--- src/rtl/claim_arbiter.sv ---
module claim_arbiter #(
  parameter int CLK_HZ     = 250_000_000,
  parameter int SETTLE_CYC = CLK_HZ / 100_000,
  parameter int RETRY_CYC  = (CLK_HZ / 1000) * 3,
  parameter int LIMIT_CYC  = CLK_HZ / 20
) (
  input  logic clk,
  input  logic rst_n,
  input  logic req_i,
  input  logic rel_i,
  input  logic their_claim_i,
  output logic our_claim_o,
  output logic grant_o,
  output logic wedged_o
);
  localparam int MAXP = (RETRY_CYC > SETTLE_CYC) ? RETRY_CYC : SETTLE_CYC;
  localparam int CW   = $clog2(MAXP) + 1;
  localparam int TW   = $clog2(LIMIT_CYC + 1) + 1;
  localparam logic [CW-1:0] SET_END = CW'(SETTLE_CYC - 1);
  localparam logic [CW-1:0] RET_END = CW'(RETRY_CYC - 1);
  localparam logic [TW-1:0] LIM     = TW'(LIMIT_CYC);

  typedef enum logic [2:0] {
    S_IDLE, S_SETTLE, S_POLL, S_BACK, S_HELD, S_REL
  } st_t;

  st_t            st;
  logic [1:0]     sync;
  logic [CW-1:0]  cnt;
  logic [TW-1:0]  tot;
  logic           busy;

  assign busy        = (st == S_SETTLE) || (st == S_POLL) || (st == S_BACK);
  assign our_claim_o = (st == S_SETTLE) || (st == S_POLL) || (st == S_HELD);
  assign grant_o     = (st == S_HELD);

  always_ff @(posedge clk or negedge rst_n) begin
    if (!rst_n) begin
      sync     <= '0;
      st       <= S_IDLE;
      cnt      <= '0;
      tot      <= '0;
      wedged_o <= 1'b0;
    end else begin
      sync <= {sync[0], their_claim_i};
      cnt  <= cnt + 1'b1;
      if (busy && tot < LIM) tot <= tot + 1'b1;
      case (st)
        S_IDLE:
          if (req_i) begin
            st       <= S_SETTLE;
            cnt      <= '0;
            tot      <= TW'(1);
            wedged_o <= 1'b0;
          end
        S_SETTLE:
          if (cnt == SET_END) begin
            st  <= S_POLL;
            cnt <= '0;
          end
        S_POLL:
          if (!sync[1]) st <= S_HELD;
          else if (cnt == RET_END) begin
            st  <= S_BACK;
            cnt <= '0;
          end
        S_BACK:
          if (cnt == RET_END) begin
            cnt <= '0;
            if (tot < LIM) st <= S_SETTLE;
            else begin
              st       <= S_IDLE;
              wedged_o <= 1'b1;
            end
          end
        S_HELD:
          if (rel_i) begin
            st  <= S_REL;
            cnt <= '0;
          end
        S_REL:
          if (cnt == SET_END) st <= S_IDLE;
        default: st <= S_IDLE;
      endcase
    end
  end
endmodule

--- config.mk ---
export PLATFORM = sky130hd
export DESIGN_NAME = claim_arbiter
export DESIGN_NICKNAME = d
export VERILOG_FILES = /design/src/rtl/claim_arbiter.sv
export SDC_FILE = /design/constraint.sdc
export NUM_CORES = 1
export LEC_CHECK = 0
export CELL_PAD_IN_SITES_DETAIL_PLACEMENT = 1
export CELL_PAD_IN_SITES_GLOBAL_PLACEMENT = 2
export CORE_AREA = 3 3 92 94
export DETAILED_ROUTE_END_ITERATION = 16
export DIE_AREA = 0 0 95 97
export DONT_BUFFER_PORTS = 1
export GPL_TIMING_DRIVEN = 0
export PLACE_DENSITY = 0.76
export SLEW_MARGIN = 20
export SYNTH_ARGS = -nofsm -noshare
export SYNTH_HDL_FRONTEND = slang
export SYNTH_SLANG_ARGS = --single-unit
--- constraint.sdc ---
create_clock -name clk -period 2 [get_ports clk]
set_input_delay 0.4 -clock clk [delete_from_list [all_inputs] [get_ports clk]]
set_output_delay 0.4 -clock clk [all_outputs]
set_load 0.05 [all_outputs]
* Yosys cells after proc, flatten, opt, wreduce, memory -nomap -nowiden
Cells that the tools add are included.
** Storage, ports and cells
- Input bits :: 5
- Register bits after elaboration :: 52
- Logic and storage cells :: 52
- Output and inout bits :: 3
** Cells by class
- Equality and inequality tests :: 14
- Magnitude comparators :: 1
- Reductions and logical operators :: 8
- $add $sub $neg :: 2
- Muxes and demuxes :: 22
** Operators with widths (count)
- 21-bit two-way mux :: 5
- 21-bit case mux with 5 select lines :: 1
- 25-bit two-way mux :: 3
- 25-bit by 1-bit adder with 25-bit output (second input constant) :: 1
- 25-bit by 24-bit < comparator with 1-bit output (second input constant) :: 1
- 21-bit by 1-bit adder with 21-bit output (second input constant) :: 1
- 21-bit by 12-bit == test with 1-bit output (second input constant) :: 1
- 21-bit by 20-bit == test with 1-bit output (second input constant) :: 1
- 3-bit two-way mux :: 7
- 3-bit case mux with 6 select lines :: 1
- 2-bit != test (second input constant) :: 4
- 3-bit by 2-bit == test with 1-bit output (second input constant) :: 2
- 3-bit == test (second input constant) :: 2
- 6-bit AND reduction :: 1
- 1-bit two-way mux :: 4
- 2-bit by 1-bit != test with 1-bit output (second input constant) :: 2
- 4-bit AND reduction :: 1
- 3-bit by 1-bit == test with 1-bit output (second input constant) :: 1
- 3-bit zero test :: 1
- 1-bit logical OR :: 3
- 3-bit by 2-bit != test with 1-bit output (second input constant) :: 1
- 1-bit case mux with 2 select lines :: 1
- 2-bit nonzero test :: 1
- 1-bit logical AND :: 1

* Logic depth before layout (Yosys ltp)
- Depth in word-level cells :: 7
- Gate-level depth with buffers :: 8
- Depth with buffers taken out :: 6

* Worst setup path before layout
No wires, ideal clock.
- Path kind :: register to output
- Start :: register st[1]
- End :: output our_claim_o
- Data required time :: 1.600 ns
- Cell stages (with the launch flop) :: 5
- Slack :: -0.263 ns
- Data arrival time :: 1.863 ns
- Buffers on the path :: 1
- Cell sequence :: dfrtp_1 -> clkbuf_1 -> nor2_1 -> and2_1 -> o21bai_1
** Between the ends
- Elaborated cells between the ends (all ways) :: 5
- Classes of those cells :: 3 x eq/ne; 2 x reduce/logical
** RTL lines
- from (decl) :: RTL line 27 : st_t st;
- from (signal assigned) :: RTL line 40 : st <= S_IDLE;
- from (signal assigned) :: RTL line 51 : st <= S_SETTLE;
- from (signal assigned) :: RTL line 58 : st <= S_POLL;
- 3-bit == test
- net grant_o :: RTL line 13 : output logic grant_o,
- 1-bit logical OR :: RTL line 34 : assign our_claim_o = (st == S_SETTLE) || (st == S_POLL) || (st == S_HELD);
- to (decl) :: RTL line 12 : output logic our_claim_o,
The timed path passes the listed nets, and every way through them passes these cells.

* Final worst setup path
- Start :: register cnt[9]
- End :: register cnt[7]
** Between the ends
- Word-level cells in the longest chain between the ends :: 4
- Elaborated cells between the ends (all ways) :: 6
- Classes of those cells :: 2 x eq/ne; 4 x mux
** Ends and longest elaborated chain
- from (decl) :: RTL line 29 : logic [CW-1:0] cnt;
- from (signal assigned) :: RTL line 46 : cnt <= cnt + 1'b1;
- 21-bit by 20-bit == test with 1-bit output :: RTL line 63, 68
- 21-bit two-way mux :: RTL line 63, 68
- 21-bit two-way mux :: RTL line 62 : if (!sync[1]) st <= S_HELD;
- 21-bit case mux with 5 select lines (*) :: RTL line 48 : case (st)
Every way passes the cells marked *; elsewhere a longest branch is shown, timed or not.
A chain may end at the register's enable or synchronous reset.

==> flow_summary_export.csv <==
group,metric,value,unit
logic_synthesis,synth_cells,301,
worst_setup_path,critPathBufInv,1,
place,io_buffers,0,
sta,fin_tns_setup,-5810,ps
floorplanning,die-area,9220,µm²
logic_synthesis,syn_area,2850,µm²
place,place_congestion,0.703,
logic_synthesis,synth_seq_cells,52,
clocking,clockBufferDepth,2,
layout,nets,354,
place,dp_hpwl,4.65,mm
run,drv_cap,0,
power,p_int,2610,µW
power,p_comb_frac,0.528,
grt,grt_max_degree,53,
power,power.leakage,0.00145,µW
layout,fillers,844,
grt,grt_use_total,0.170,
logic_synthesis,ys_seq_area_frac,0.456,
run_status,status,"finished with violations",
worst_setup_path,max_stage_delay,540,ps
sta,maxSlewViolCount,0,
clocking,clkLatencyLatePin,310,ps
place,dpl.cell_count,403,
drt,drc,0,
floorplanning,start_util,0.369,
worst_setup_path,end_kind,"flip-flop",
worst_setup_path,slowest_stage,"or4_4",
logic_synthesis,synth_edf_count,0,
power,p_seq_frac,0.325,
logic_synthesis,synth.net_count,308,
logic_synthesis,yosysUniqueCellTypes,46,
drt,wl_per_cell,17.9,µm
floorplanning,ios,8,
drt,postRouteAntennaNets,0,
sta,fmax,452,MHz
logic_synthesis,synth_flop_cell,"dfrtp_1",
drt,viasPerCell,5.54,
logic_synthesis,avgSynthCellArea,9.48,µm²
floorplanning,core,7730,µm²
floorplanning,die_y,97,µm
power,clock_power_share,0.147,
clocking,clock_tree.root_cell,"clkbuf_8",
layout,fin_cells,450,
layout,drive_gt1_frac,0.399,
grt,overflow,0,
sta,setup-violations-final,46,
worst_setup_path,crit_path_start_kind,"flip-flop",
drt,wl,8.04,mm
sta,hold_viol_final,0,
clocking,cts_buffers,5,
clocking,htree_num_levels,2,
layout,syn_to_final_growth,35.5,%
sta,period_share,1.11,
sta,tightest_slew,471,ps
layout,n_antenna_cell,0,
power,p_switching,1760,µW
worst_setup_path,path_common_cell,"or4_4",
drt,drt-initial-drc-count,115,
worst_setup_path,cp.required,2210,ps
worst_setup_path,path_class,"reg2reg",
worst_hold_path,worstHoldPathType,"in2reg",
run_status,violations,"setup timing",
power,power.density,1130,nW/µm²
floorplanning,die_x,95,µm
sta,timing.hold.ws,117,ps
logic_synthesis,yosys_warnings,0,
grt,first_global_vias,2577,
worst_setup_path,crit_fanout,10,
sta,slew_headroom,0.686,
logic_synthesis,synth-async-reset-ratio,1.00,
clocking,cts.sinks,52,
clocking,path_clk_slew,100,ps
drt,drt_pass1_iterations,4,
power,vdd_ir_drop_max,0.000352,V
clocking,cts_tree,"built",
grt,antenna_found_initial,0,
worst_setup_path,cp_top_family,"simple AND/OR/NAND/NOR gates",
power,switching_share,0.403,
grt,grt_first_pass_wirelength,12.7,mm
sta,clock_skew,9.32,ps
sta,setup_ws,-212,ps
worst_setup_path,cp_data_arrival_time,2420,ps
sta,fin_crit,2210,ps
worst_setup_path,crit_chain,"or4_4 -> or4_4 -> o31ai_4 -> o311a_4 -> buf_12 -> nor2_2",
drt,vias,2493,
floorplanning,rows,32,
sta,rsz0062_at_grt,"true",
layer usage:
layer / up-vias / global-route usage / part of all wire
met5: - / 0 / 0
met1: 1278 / 0.243 / 0.49
li1: 1189 / - / -
met4: 0 / 0.0377 / 0.0056
met2: 22 / 0.269 / 0.49
met3: 4 / 0.0264 / 0.021
final timing paths:
| check | endpoint | slack (ps) | cells after the start | from |
|---|---|---|---|---|
| max in group asynchronous | tot[6] | 1140 | 2 | rst_n |
| min | sync[0] | 120 | 0 | their_claim_i |
| max | cnt[7] | -210 | 6 | cnt[9] |
| min reg2reg | sync[1] | 360 | 0 | sync[0] |
| min in group asynchronous | tot[19] | 600 | 2 | rst_n |
| max reg2reg | cnt[7] | -210 | 6 | cnt[9] |
area by class of cell:
cell class / instances / area, µm² / area share
timing repair buffer: 42 / 408 / 0.106
sequential: 52 / 1310 / 0.339
inverter: 9 / 33.8 / 0.00874
buffer: 10 / 143 / 0.0369
multi-input combinational: 227 / 1750 / 0.454
clock buffer: 8 / 90.1 / 0.0233
tap: 102 / 128 / 0.0330
cell usage in the layout, fill, tap and decap left out, types with 5 or more instances in the layout:
cell type,synthesis,layout
buf_6,0,8
nand4_1,10,10
xnor2_1,19,18
dfrtp_1,52,45
nor2_2,20,20
dfrtp_2,0,7
a21oi_1,19,7
or3_4,0,7
buf_4,0,29
nand3_1,14,14
o21ai_1,0,5
nand2_1,22,22
clkbuf_8,0,7
o31ai_1,10,6
inv_1,9,9
nor2_1,15,14
a21oi_2,0,11
or3_1,13,6
or4_4,1,7
nor3_1,10,9
kinds of logic after synthesis:
family,synth area share
buffers and inverters,0.0408
AND/OR/NAND/NOR,0.275
multiplexers,0.00351
adder cells (fa/ha/maj),0.00877
XOR/XNOR,0.0645
flip-flops,0.456
AO/OA/AOI/OAI,0.151
per-stage QoR:
| stage | util | cell area [µm²] | worst slack, ps | total power (µW) |
|---|---|---|---|---|
| 3_5_place_dp | 0.392 | 3030 | -729 | 2760 |
| 3_3_place_gp | 0.392 | 3030 | -726 | 2750 |
| 4_1_cts | 0.443 | 3430 | -224 | 3820 |
| 2_1_floorplan | - | 2900 | -113 | 2430 |
| 6_report | 0.500 | 3870 | -212 | 4380 |
| 5_1_grt | 0.500 | 3870 | -293 | 4630 |
registers in the layout, summed over array words and instances, names as in the netlist:
register	cells
cnt	21
st	3
sync	2
tot	25
wedged_o	1
repair_timing:
action,CTS,global route
setup buffers,19,18
hold buffers,2,0
gates cloned,1,2
setup endpoints to repair,49,48
pin swaps,17,31
resized for setup,31,72
endpoints found under the hold margin,52,0
synthesized netlist by cell type, types with 2 or more instances:
library cell	instances	area [µm²]
or3_1	13	81.3
and2_1	3	18.8
a22oi_1	2	15.0
o31ai_1	10	75.1
or4_1	9	67.6
nand2b_1	3	18.8
clkbuf_1	10	37.5
xnor2_1	19	166
buf_12	2	40.0
a21oi_1	19	95.1
nor2_2	20	125
inv_1	9	33.8
xor2_1	2	17.5
o21a_1	3	22.5
o21ai_0	11	55.1
nand2_1	22	82.6
dfrtp_1	52	1300
and3_1	4	25.0
nand4_1	10	62.6
o211ai_1	4	30.0
a211o_1	2	17.5
nor2_1	15	56.3
ha_1	2	25.0
nor4b_1	2	17.5
nand3_1	14	70.1
nor2b_1	4	25.0
nor4_1	7	43.8
nor3_1	10	50.1
power by group through the flow:
stage	clock (µW)	combinational (µW)	sequential (µW)
2_1_floorplan	0	1110	1320
3_3_place_gp	0	1400	1360
3_5_place_dp	0	1400	1360
4_1_cts	665	1740	1410
5_1_grt	701	2480	1450
6_report	642	2310	1420
(Power assumes the default switching activity.)
